`config.mk`:
```
export PLATFORM = sky130hd
export DESIGN_NAME = bmdma_regs
export DESIGN_NICKNAME = d
export VERILOG_FILES = /design/src/rtl/bmdma_pkg.sv /design/src/rtl/bmdma_cmd_reg.sv /design/src/rtl/bmdma_status_reg.sv /design/src/rtl/bmdma_ptr_reg.sv /design/src/rtl/bmdma_regs.sv
export SDC_FILE = /design/constraint.sdc
export NUM_CORES = 1
export LEC_CHECK = 0
export BUFFER_PORTS_ARGS = -buffer_cell sky130_fd_sc_hd__buf_2
export CORE_ASPECT_RATIO = 0.5
export CORE_MARGIN = 2
export CORE_UTILIZATION = 35
export CTS_CLUSTER_DIAMETER = 30
export DETAILED_ROUTE_END_ITERATION = 10
export GPL_ROUTABILITY_DRIVEN = 0
export PLACE_DENSITY = 0.62
export REMOVE_ABC_BUFFERS = 1
export SLEW_MARGIN = 0
export SYNTH_ARGS = -nofsm -noshare
export SYNTH_HDL_FRONTEND = slang
export SYNTH_SLANG_ARGS = --single-unit
```
`constraint.sdc`:
```
create_clock -name clk -period 3.3 [get_ports clk]
set_input_delay 0.66 -clock clk [delete_from_list [all_inputs] [get_ports clk]]
set_output_delay 0.66 -clock clk [all_outputs]
set_load 0.05 [all_outputs]
```
`src/rtl/bmdma_pkg.sv`:
```
package bmdma_pkg;
  // byte offsets on the register bus
  localparam int OFS_CMD  = 0;
  localparam int OFS_STAT = 2;
  localparam int OFS_PTR  = 4;
  // command bit positions
  localparam int CMD_START = 0;
  localparam int CMD_DIR   = 3;
  // status bit positions
  localparam int ST_ACT  = 0;
  localparam int ST_ERR  = 1;
  localparam int ST_IRQ  = 2;
  localparam int ST_CAP0 = 5;
  // number of alignment bits forced to zero in the table pointer
  localparam int PTR_ALIGN = 2;
endpackage

```
`src/rtl/bmdma_cmd_reg.sv`:
```
module bmdma_cmd_reg (
  input  logic clk,
  input  logic rst,
  input  logic wr_en,
  input  logic wr_start,
  input  logic wr_dir,
  output logic start_q,
  output logic dir_q,
  output logic start_rise,
  output logic start_fall
);
  always_comb begin
    start_rise = wr_en & wr_start & ~start_q;
    start_fall = wr_en & ~wr_start & start_q;
  end

  always_ff @(posedge clk) begin
    if (rst) begin
      start_q <= 1'b0;
      dir_q   <= 1'b0;
    end else if (wr_en) begin
      start_q <= wr_start;
      dir_q   <= wr_dir;
    end
  end
endmodule

```
`src/rtl/bmdma_status_reg.sv`:
```
module bmdma_status_reg #(
  parameter int NUM_DRV = 2
) (
  input  logic               clk,
  input  logic               rst,
  input  logic               wr_en,
  input  logic               wr_err_clr,
  input  logic               wr_irq_clr,
  input  logic [NUM_DRV-1:0] wr_cap,
  input  logic               start_rise,
  input  logic               start_fall,
  input  logic               eng_done,
  input  logic               eng_err,
  input  logic               dev_irq,
  output logic               active_q,
  output logic               err_q,
  output logic               irq_q,
  output logic [NUM_DRV-1:0] cap_q
);
  // active: set on start edge, cleared by completion, error or stop
  always_ff @(posedge clk) begin
    if (rst)                                     active_q <= 1'b0;
    else if (start_rise)                         active_q <= 1'b1;
    else if (eng_done | eng_err | start_fall)    active_q <= 1'b0;
  end

  // sticky event flags, set wins over write-one-to-clear
  always_ff @(posedge clk) begin
    if (rst) begin
      err_q <= 1'b0;
      irq_q <= 1'b0;
    end else begin
      if (eng_err)                   err_q <= 1'b1;
      else if (wr_en && wr_err_clr)  err_q <= 1'b0;
      if (dev_irq)                   irq_q <= 1'b1;
      else if (wr_en && wr_irq_clr)  irq_q <= 1'b0;
    end
  end

  // per-drive capability flags
  for (genvar d = 0; d < NUM_DRV; d++) begin : g_cap
    always_ff @(posedge clk) begin
      if (rst)        cap_q[d] <= 1'b0;
      else if (wr_en) cap_q[d] <= wr_cap[d];
    end
  end
endmodule

```
`src/rtl/bmdma_ptr_reg.sv`:
```
module bmdma_ptr_reg #(
  parameter int PTR_W = 32,
  parameter int ALIGN = 2
) (
  input  logic               clk,
  input  logic               rst,
  input  logic               wr_en,
  input  logic               lock,
  input  logic [PTR_W-1:ALIGN] wr_val,
  output logic [PTR_W-1:0]   ptr_o
);
  logic [PTR_W-1:ALIGN] ptr_q;

  always_ff @(posedge clk) begin
    if (rst)                 ptr_q <= '0;
    else if (wr_en && !lock) ptr_q <= wr_val;
  end

  assign ptr_o = {ptr_q, {ALIGN{1'b0}}};
endmodule

```
`src/rtl/bmdma_regs.sv`:
```
module bmdma_regs #(
  parameter int ADDR_W  = 3,
  parameter int DATA_W  = 32,
  parameter int NUM_DRV = 2
) (
  input  logic              clk,
  input  logic              rst,
  input  logic              bus_wr,
  input  logic [ADDR_W-1:0] bus_addr,
  input  logic [DATA_W-1:0] bus_wdata,
  output logic [DATA_W-1:0] bus_rdata,
  input  logic              dev_irq_i,
  input  logic              eng_err_i,
  input  logic              eng_done_i,
  output logic              xfer_start_o,
  output logic              xfer_dir_o,
  output logic [DATA_W-1:0] tbl_base_o,
  output logic              host_irq_o
);
  import bmdma_pkg::*;

  localparam int BYTE_W = 8;

  logic sel_cmd, sel_stat, sel_ptr;
  logic start_rise, start_fall;
  logic active_w, err_w, irq_w;
  logic [NUM_DRV-1:0] cap_w;
  logic [BYTE_W-1:0]  cmd_byte, stat_byte;
  logic [DATA_W-1:0]  rd_mux;

  assign sel_cmd  = (bus_addr == ADDR_W'(OFS_CMD));
  assign sel_stat = (bus_addr == ADDR_W'(OFS_STAT));
  assign sel_ptr  = (bus_addr == ADDR_W'(OFS_PTR));

  bmdma_cmd_reg u_cmd (
    .clk        (clk),
    .rst        (rst),
    .wr_en      (bus_wr & sel_cmd),
    .wr_start   (bus_wdata[CMD_START]),
    .wr_dir     (bus_wdata[CMD_DIR]),
    .start_q    (xfer_start_o),
    .dir_q      (xfer_dir_o),
    .start_rise (start_rise),
    .start_fall (start_fall)
  );

  bmdma_status_reg #(.NUM_DRV(NUM_DRV)) u_stat (
    .clk        (clk),
    .rst        (rst),
    .wr_en      (bus_wr & sel_stat),
    .wr_err_clr (bus_wdata[ST_ERR]),
    .wr_irq_clr (bus_wdata[ST_IRQ]),
    .wr_cap     (bus_wdata[ST_CAP0 +: NUM_DRV]),
    .start_rise (start_rise),
    .start_fall (start_fall),
    .eng_done   (eng_done_i),
    .eng_err    (eng_err_i),
    .dev_irq    (dev_irq_i),
    .active_q   (active_w),
    .err_q      (err_w),
    .irq_q      (irq_w),
    .cap_q      (cap_w)
  );

  bmdma_ptr_reg #(.PTR_W(DATA_W), .ALIGN(PTR_ALIGN)) u_ptr (
    .clk    (clk),
    .rst    (rst),
    .wr_en  (bus_wr & sel_ptr),
    .lock   (active_w),
    .wr_val (bus_wdata[DATA_W-1:PTR_ALIGN]),
    .ptr_o  (tbl_base_o)
  );

  always_comb begin
    cmd_byte = '0;
    cmd_byte[CMD_START] = xfer_start_o;
    cmd_byte[CMD_DIR]   = xfer_dir_o;
    stat_byte = '0;
    stat_byte[ST_ACT] = active_w;
    stat_byte[ST_ERR] = err_w;
    stat_byte[ST_IRQ] = irq_w;
    stat_byte[ST_CAP0 +: NUM_DRV] = cap_w;
  end

  always_comb begin
    rd_mux = '0;
    if (sel_cmd)       rd_mux[BYTE_W-1:0] = cmd_byte;
    else if (sel_stat) rd_mux[BYTE_W-1:0] = stat_byte;
    else if (sel_ptr)  rd_mux = tbl_base_o;
  end

  always_ff @(posedge clk) begin
    if (rst) bus_rdata <= '0;
    else     bus_rdata <= rd_mux;
  end

  assign host_irq_o = irq_w;
endmodule

```
; After elaboration in Yosys (flattened, before gate mapping)
; Cells that the tools add are included.
[totals]
output_inout_bits = 67
ff_bits = 69
word_cells = 44
input_bits = 41
[op_classes]
n_eq_ne = 2
n_mux = 9
bitwise_logic = 12
reduce_logical = 10
[op_table]
columns = cell, count
row1 = $mux 7, 2
row2 = $and 1x1->1, 7
row3 = $mux 1, 6
row4 = $reduce_bool 2->1, 3
row5 = $mux 4, 1
row6 = $reduce_or 4->1, 1
row7 = $eq 3x2->1 const B, 1
row8 = $eq 3x3->1 const B, 1
row9 = $logic_and 1x1->1, 3
row10 = $logic_not 3->1, 1
row11 = $not 1->1, 3
row12 = $or 1x1->1, 2
row13 = $reduce_or 2->1, 1
row14 = $logic_not 1->1, 1

; Logic depth before layout (Yosys ltp)
; Gate-level depths: netlist of run 1.
[logic_depth]
word_depth = 7
mapped_depth = 5
ltp_nobuf = 3

; By module
; Synthesis of run 1 repeated with hierarchy kept, for this count alone.
[hier_totals]
cells_unflattened = 246
hier_area_um2 = 2663.8
[by_module_without_submodules]
columns = module, seq_area_each_um2, area_per_inst_um2, instances, cells_each
row1 = bmdma_ptr_reg, 600.6, 1386.3, 1, 139
row2 = bmdma_regs, 640.6, 1011.0, 1, 82
row3 = bmdma_status_reg, 100.1, 181.4, 1, 16
row4 = bmdma_cmd_reg, 40.0, 85.1, 1, 9

; Least setup slack after synthesis of run 1
; No wires, ideal clock.
[synth_path]
path_type = input to register
start = input bus_addr[1]
end = register u_ptr.ptr_q[10] (netlist name)
t_arrival_ps = 1584
path_buffers = 1
setup_time_ps = 72
slack_ps = 1645
required_ps = 3228
stages = 4
cell_sequence = nand2b_2 nor4b_4 buf_6 mux2i_1
[synth_between]
elab_chain_cells = 3
[synth_lines]
columns = item, line_no
row1 = "start, declared", bmdma_regs.sv:9  ; input logic [ADDR_W-1:0] bus_addr,
row2 = $eq 3x3->1, bmdma_regs.sv:33  ; assign sel_ptr = (bus_addr == ADDR_W'(OFS_PTR));
row3 = $and 1x1->1, bmdma_regs.sv:68  ; .wr_en (bus_wr & sel_ptr),
row4 = $logic_and 1x1->1, bmdma_ptr_reg.sv:16  ; else if (wr_en && !lock) ptr_q <= wr_val;
row5 = "end signal, assigned", bmdma_ptr_reg.sv:16
row6 = "end, declared", bmdma_ptr_reg.sv:12  ; logic [PTR_W-1:ALIGN] ptr_q;
; Every way passes these cells.
; A chain may end at the register's enable or synchronous reset.

; Final worst setup path of run 1
[layout_path]
start = input rst
end = register bus_rdata[9]
[layout_between]
elab_chain_cells = 1
[layout_lines]
columns = item, line_no
row1 = "start, declared", bmdma_regs.sv:7  ; input logic rst,
row2 = $reduce_or 4->1 (no line), --
row3 = "end signal, assigned", bmdma_regs.sv:94  ; else bus_rdata <= rd_mux;
row4 = "end, declared", bmdma_regs.sv:11  ; output logic [DATA_W-1:0] bus_rdata,
; Every way passes these cells.

==> results.md, run 1 <==
- Critical Path Max Stage Delay: 0.44 ns
- Post-CTS sizing: 0
- Hold buffers post-CTS: 0
- Die span in y: 64.9 µm
- Core area: 7270 µm²
- Sink Count: 69
- Router iterations before antenna repair: 4
- TritonCTS buffer count: 9
- Tcrit/Tclk final: 0.568
- CP required: 3.56 ns
- Worst flop-to-flop path startpoint: u_stat.active_q$_SDFFE_PP0P_
- Crit-path leading delay family: simple AND/OR/NAND/NOR gates
- CP Launch Point: rst
- Count of state elements after synthesis: 69
- Final wirelength: 5500 µm
- Vias per cell: 4.29
- CTS tree: yes
- First-pass GRT wire length: 8960 µm
- Fmax achieved: 0.534 GHz
- Ys Warns: 0
- CP arrival: 2.13 ns
- Final Hold Viols: 0
- Worst-Skew Late Latency: 0.32 ns
- Post-synth cell types: 27
- Multi-input logic area: 1120 µm²
- Buffer depth of the longest clock path: 2
- TNS Setup: 0 ns
- Routed len/inst: 12.3 µm
- Synth top area cells: dfxtp_1 53%, nand2b_1 15%, mux2i_1 14%
- Hold Path Origin: u_stat.err_q$_SDFFE_PP0P_
- Hold WS: 0.448 ns
- FP Rows: 22
- Crit path time final: 1.87 ns
- CP cell instances: buf_2, or2_1, nor2_4, and2_1
- DP Wirelength: 4000 µm
- Die W: 126 µm
- Setup WS post-layout: 1.43 ns
- Via count: 1913
- # setup viols final: 0
- Final Util: 0.477
- Most common cell after layout, fill and taps aside: buf_2
- Area delta synth->final: 33.5%
- Initial core utilization: 0.357
- Post-CTS setup buffer count: 0
- # IOs: 108
- WP buf/inv: 1
- Vias in the first global route: 1906
- CP max FO: 69
- # port buffers: 105
- Kind of start point of the critical path: primary input
- Final ANT Viol Nets: 0
- Iter 0 DRT Violations: 134
- Fin Clk Skew: 0.00548 ns
- Power per cell area: 556 nW/µm²
- Syn Area/Cell: 10.8 µm²
- Share of layout cells above drive strength 1: 0.360
- # DRC: 0
- Grt ovf: 0
- LEAKAGE: 1.58 nW
- Commonest non-fill, non-tap cells in the layout: 105 x buf_2, 69 x dfxtp_1, 61 x nand2b_1
- # H-tree levels: 3
- Max-cap viol count: 0
- Synth Instances: 241
- Status: completed
- Total GRT Usage: 0.141
- FF+latch area: 1380 µm²
- Max_slew headroom: 0.450
- RSZ-0062 raised after global routing: false
- Yosys top cell area share: 0.532
- Initial antenna violation count: 0
- Critical path's slowest cell: nor2_4
- VDD IR-drop max: 0.332 mV
- CTS root buf: clkbuf_16
- Critical path type: primary input to register
- Pin count of the biggest net entering global routing: 70
- Final slew viol count: 0
- Sequential share of the synthesized area: 0.532
- Die area: 8160 µm²
- Post-Place Setup Slack: 1.09 ns
- Fillers: 720
- Nets: 386
- Clock Pin Slew Worst Setup and Hold Paths: 0.05 ns
- Area leader, netlist: dfxtp_1
- CP endpoint kind: register
- Worst slew pin tran: 0.825 ns
- Hold Crit Class: register to register
- Cell area after synthesis: 2590 µm²
- Number of diodes: 0
-- layer usage --
| metal | wire length (µm) | vias to the layer above | track usage | part of all wire |
|---|---|---|---|---|
| met5 | 0 | - | 0 | 0 |
| met4 | 82 | 0 | 0.0701 | 0.015 |
| met3 | 325 | 8 | 0.0520 | 0.059 |
| met2 | 2740 | 43 | 0.244 | 0.50 |
| met1 | 2360 | 880 | 0.156 | 0.43 |
| li1 | - | 982 | - | - |
-- registers in the layout (all words and copies together), names as in the netlist --
register	cells
u_ptr.ptr_q	30
u_stat.irq_q	1
u_cmd.dir_q	1
u_stat.err_q	1
u_cmd.start_q	1
u_stat.active_q	1
u_stat.cap_q	2
bus_rdata	32
-- where the power goes --
part | total, mW | switching [mW] | internal, mW
Clock | 0.928 | 0.329 | 0.599
Combinational | 0.143 | 0.0882 | 0.0546
Sequential | 0.855 | 0.00848 | 0.846
Total | 1.93 | 0.425 | 1.50
-- through the flow --
stage / instance area [µm²] / std cells / power [mW]
after global routing: 3460 / 446 / 2.00
after CTS: 3460 / 446 / 1.95
after floorplan: 2510 / 227 / 0.959
after detailed placement: 3170 / 430 / 1.02
after global placement: 3170 / 430 / 1.01
final: 3460 / 446 / 1.93
-- cell type report --
class / instances / share of cell area
multi-input cells: 155 / 0.323
clock inverters: 5 / 0.0144
inverters: 3 / 0.00325
repair buffers: 107 / 0.156
clock buffers: 11 / 0.0701
flip-flops and latches: 69 / 0.399
well taps: 96 / 0.0347
-- cells in the mapped netlist --
| cell type | number |
|---|---|
| nor2_4 | 1 |
| a22oi_1 | 3 |
| conb_1 | 1 |
| o21ai_0 | 1 |
| inv_1 | 3 |
| mux2i_1 | 36 |
| nand2b_2 | 1 |
| nand2b_1 | 61 |
| a31oi_1 | 1 |
| nor3b_1 | 1 |
| or2_1 | 1 |
| and2_1 | 26 |
| buf_4 | 2 |
| dfxtp_1 | 69 |
| nor2_1 | 10 |
| nor4b_4 | 1 |
| buf_6 | 3 |
| nor4_1 | 1 |
| nor3_1 | 1 |
| and4bb_1 | 1 |
| buf_2 | 1 |
| nor2b_1 | 2 |
| clkbuf_1 | 9 |
| nand2_1 | 1 |
| nand3_1 | 1 |
| a311oi_1 | 2 |
| nor4b_2 | 1 |
-- cell families after synthesis --
kind of cell,Yosys count,synth area share
AND/OR/NAND/NOR,110,0.270
flip-flops,69,0.532
multiplexers,36,0.139
buffers and inverters,18,0.0381
AO/OA/AOI/OAI,7,0.0198
other,1,0.00145
-- tightest hold or removal path: cells and delay by family (launching register included) --
family	cells	cell delay (ns)
and+or+nand+nor	2	0.08
DFF	1	0.32
-- path summary, 6_finish.rpt --
check                            endpoint  slack, ns  cells past startpoint
max               bus_rdata[9]$_SDFF_PP0_       1.43                      4
min               bus_rdata[1]$_SDFF_PP0_       0.45                      2
min reg2reg       bus_rdata[1]$_SDFF_PP0_       0.45                      2
max reg2reg  u_ptr.ptr_q[23]$_SDFFE_PP0P_       2.01                      3
Note: power is estimated with default switching activity, not from simulation.
==> inputs of run 2 (changes only) <==
==> constraint.sdc (replaced) <==
create_clock -name clk -period 1.8 [get_ports clk]
set_input_delay 0.36 -clock clk [delete_from_list [all_inputs] [get_ports clk]]
set_output_delay 0.36 -clock clk [all_outputs]
set_load 0.05 [all_outputs]
==> results.md, run 2 (same netlist as run 1, synthesis figures left out) <==
- VDD IR-drop max: 0.567 mV
- Iter 0 DRT Violations: 108
- Total GRT Usage: 0.132
- Flop pwr share: 0.450
- Post-Place Setup Slack: 0.112 ns
- TNS Setup: 0 ns
- Sink Count: 69
- Vias in the first global route: 1825
- LEAKAGE: 1.56 nW
- Post-CTS setup buffer count: 0
- Buffer depth of the longest clock path: 2
- Die area: 8160 µm²
- # H-tree levels: 3
- Switching power: 850 µW
- CP cell instances: buf_2, nand2b_2, nor4b_4, buf_4, mux2i_1
- Critical path type: primary input to register
- Fmax achieved: 0.740 GHz
- RSZ-0062 raised after global routing: false
- Routed len/inst: 12.5 µm
- Kind of start point of the critical path: primary input
- Overall Power: 3.48 mW
- Share of layout cells above drive strength 1: 0.365
- FP Rows: 22
- Die W: 126 µm
- Nets: 387
- Commonest non-fill, non-tap cells in the layout: 105 x buf_2, 69 x dfxtp_1, 61 x nand2b_1
- CTS tree: yes
- DP Wirelength: 4000 µm
- Initial antenna violation count: 0
- Fin Clk Skew: 0.00982 ns
- Core area: 7270 µm²
- Setup WS post-layout: 0.448 ns
- CP max FO: 16
- Critical Path Max Stage Delay: 0.34 ns
- Via count: 1950
- Biggest register: bus_rdata
- CP endpoint kind: register
- Tcrit/Tclk final: 0.751
- First-pass GRT wire length: 8470 µm
- Most common cell after layout, fill and taps aside: buf_2
- CP arrival: 1.60 ns
- Final Hold Viols: 0
- Number of diodes: 0
- CTS root buf: clkbuf_16
- Final wirelength: 5590 µm
- Final Non-Filler Cells: 447
- Grt ovf: 0
- Area delta synth->final: 33.6%
- Hold buffers post-CTS: 0
- Worst-Skew Late Latency: 0.33 ns
- Clock Pin Slew Worst Setup and Hold Paths: 0.06 ns
- Power per cell area: 1000 nW/µm²
- CP required: 2.05 ns
- Router iterations before antenna repair: 4
- Final ANT Viol Nets: 0
- # port buffers: 105
- Placed cells: 431
- Critical path's slowest cell: buf_4
- # DRC: 0
- # setup viols final: 0
- P_int: 2.63 mW
- Max_slew headroom: 0.655
- Logic pwr share: 0.076
- Vias per cell: 4.36
- Switching Share: 0.245
- Initial core utilization: 0.357
- Final slew viol count: 0
- Worst slew pin tran: 0.516 ns
- Hold Crit Class: primary input to register
- # IOs: 108
- Status: completed
- Hold WS: 0.228 ns
- Crit path time final: 1.35 ns
- Max-cap viol count: 0
- Pin count of the biggest net entering global routing: 69
- Top flop regs: bus_rdata: 32 flops, u_ptr.ptr_q: 30 flops, u_stat.cap_q: 2 flops
- Max reg flops: 32
- Die span in y: 64.9 µm
- Post-CTS sizing: 0
- TritonCTS buffer count: 9
- Clock power frac: 0.474
- Reg2reg setup slack: 0.48 ns
[run 2: changes by cell type in the layout (fill, tap and decap cells not counted), sizes merged]
cell / before / now
clkinv: 4 / 1
inv: 3 / 4
bufinv: 1 / 0
clkbuf: 11 / 10
clkinvlp: 0 / 4
buf: 107 / 108
[run 2: final timing paths]
path                                     start                      endpoint  cells after the start
setup / recovery                   bus_addr[1]  u_ptr.ptr_q[14]$_SDFFE_PP0P_                      5
hold / removal                    bus_wdata[1]     u_stat.err_q$_SDFFE_PP0P_                      2
setup reg to reg  u_stat.active_q$_SDFFE_PP0P_  u_ptr.ptr_q[14]$_SDFFE_PP0P_                      3
hold reg to reg      u_stat.err_q$_SDFFE_PP0P_       bus_rdata[1]$_SDFF_PP0_                      2
[run 2: critical path, delay by kind of cell]
kind | cells | cell delay, ns
muxes | 1 | 0.23
and+or+nand+nor | 2 | 0.52
buffers and inverters | 2 | 0.48
[run 2: per-stage QoR]
step                      utilization  cell area, µm²
after detailed placement        0.438            3180
after global routing            0.477            3470
after global placement          0.438            3180
final                           0.477            3470
after CTS                       0.477            3470
after floorplan                     -            2510
[run 2: routing by layer]
| layer | vias to the layer above | part of all wire | track usage | routed length, µm |
|---|---|---|---|---|
| li1 | 989 | - | - | - |
| met1 | 910 | 0.43 | 0.139 | 2420 |
| met2 | 43 | 0.51 | 0.243 | 2840 |
| met3 | 8 | 0.048 | 0.0504 | 268 |
| met4 | 0 | 0.011 | 0.0536 | 61 |
| met5 | - | 0 | 0 | 0 |
[run 2: layout make-up]
cell class,instances,area [µm²]
fill,689,3800
clock inverter,6,47.5
tap,96,120
multi-input combinational,155,1120
inverter,3,11.3
sequential,69,1380
timing repair buffer,108,548
clock buffer,10,239
[run 2: power by group through the flow]
stage / registers, mW / clock network, mW / logic, mW
2_1_floorplan: 1.66 / 0 / 0.0953
3_3_place_gp: 1.60 / 0 / 0.260
3_5_place_dp: 1.60 / 0 / 0.266
4_1_cts: 1.57 / 1.69 / 0.266
5_1_grt: 1.57 / 1.76 / 0.284
6_report: 1.57 / 1.65 / 0.264
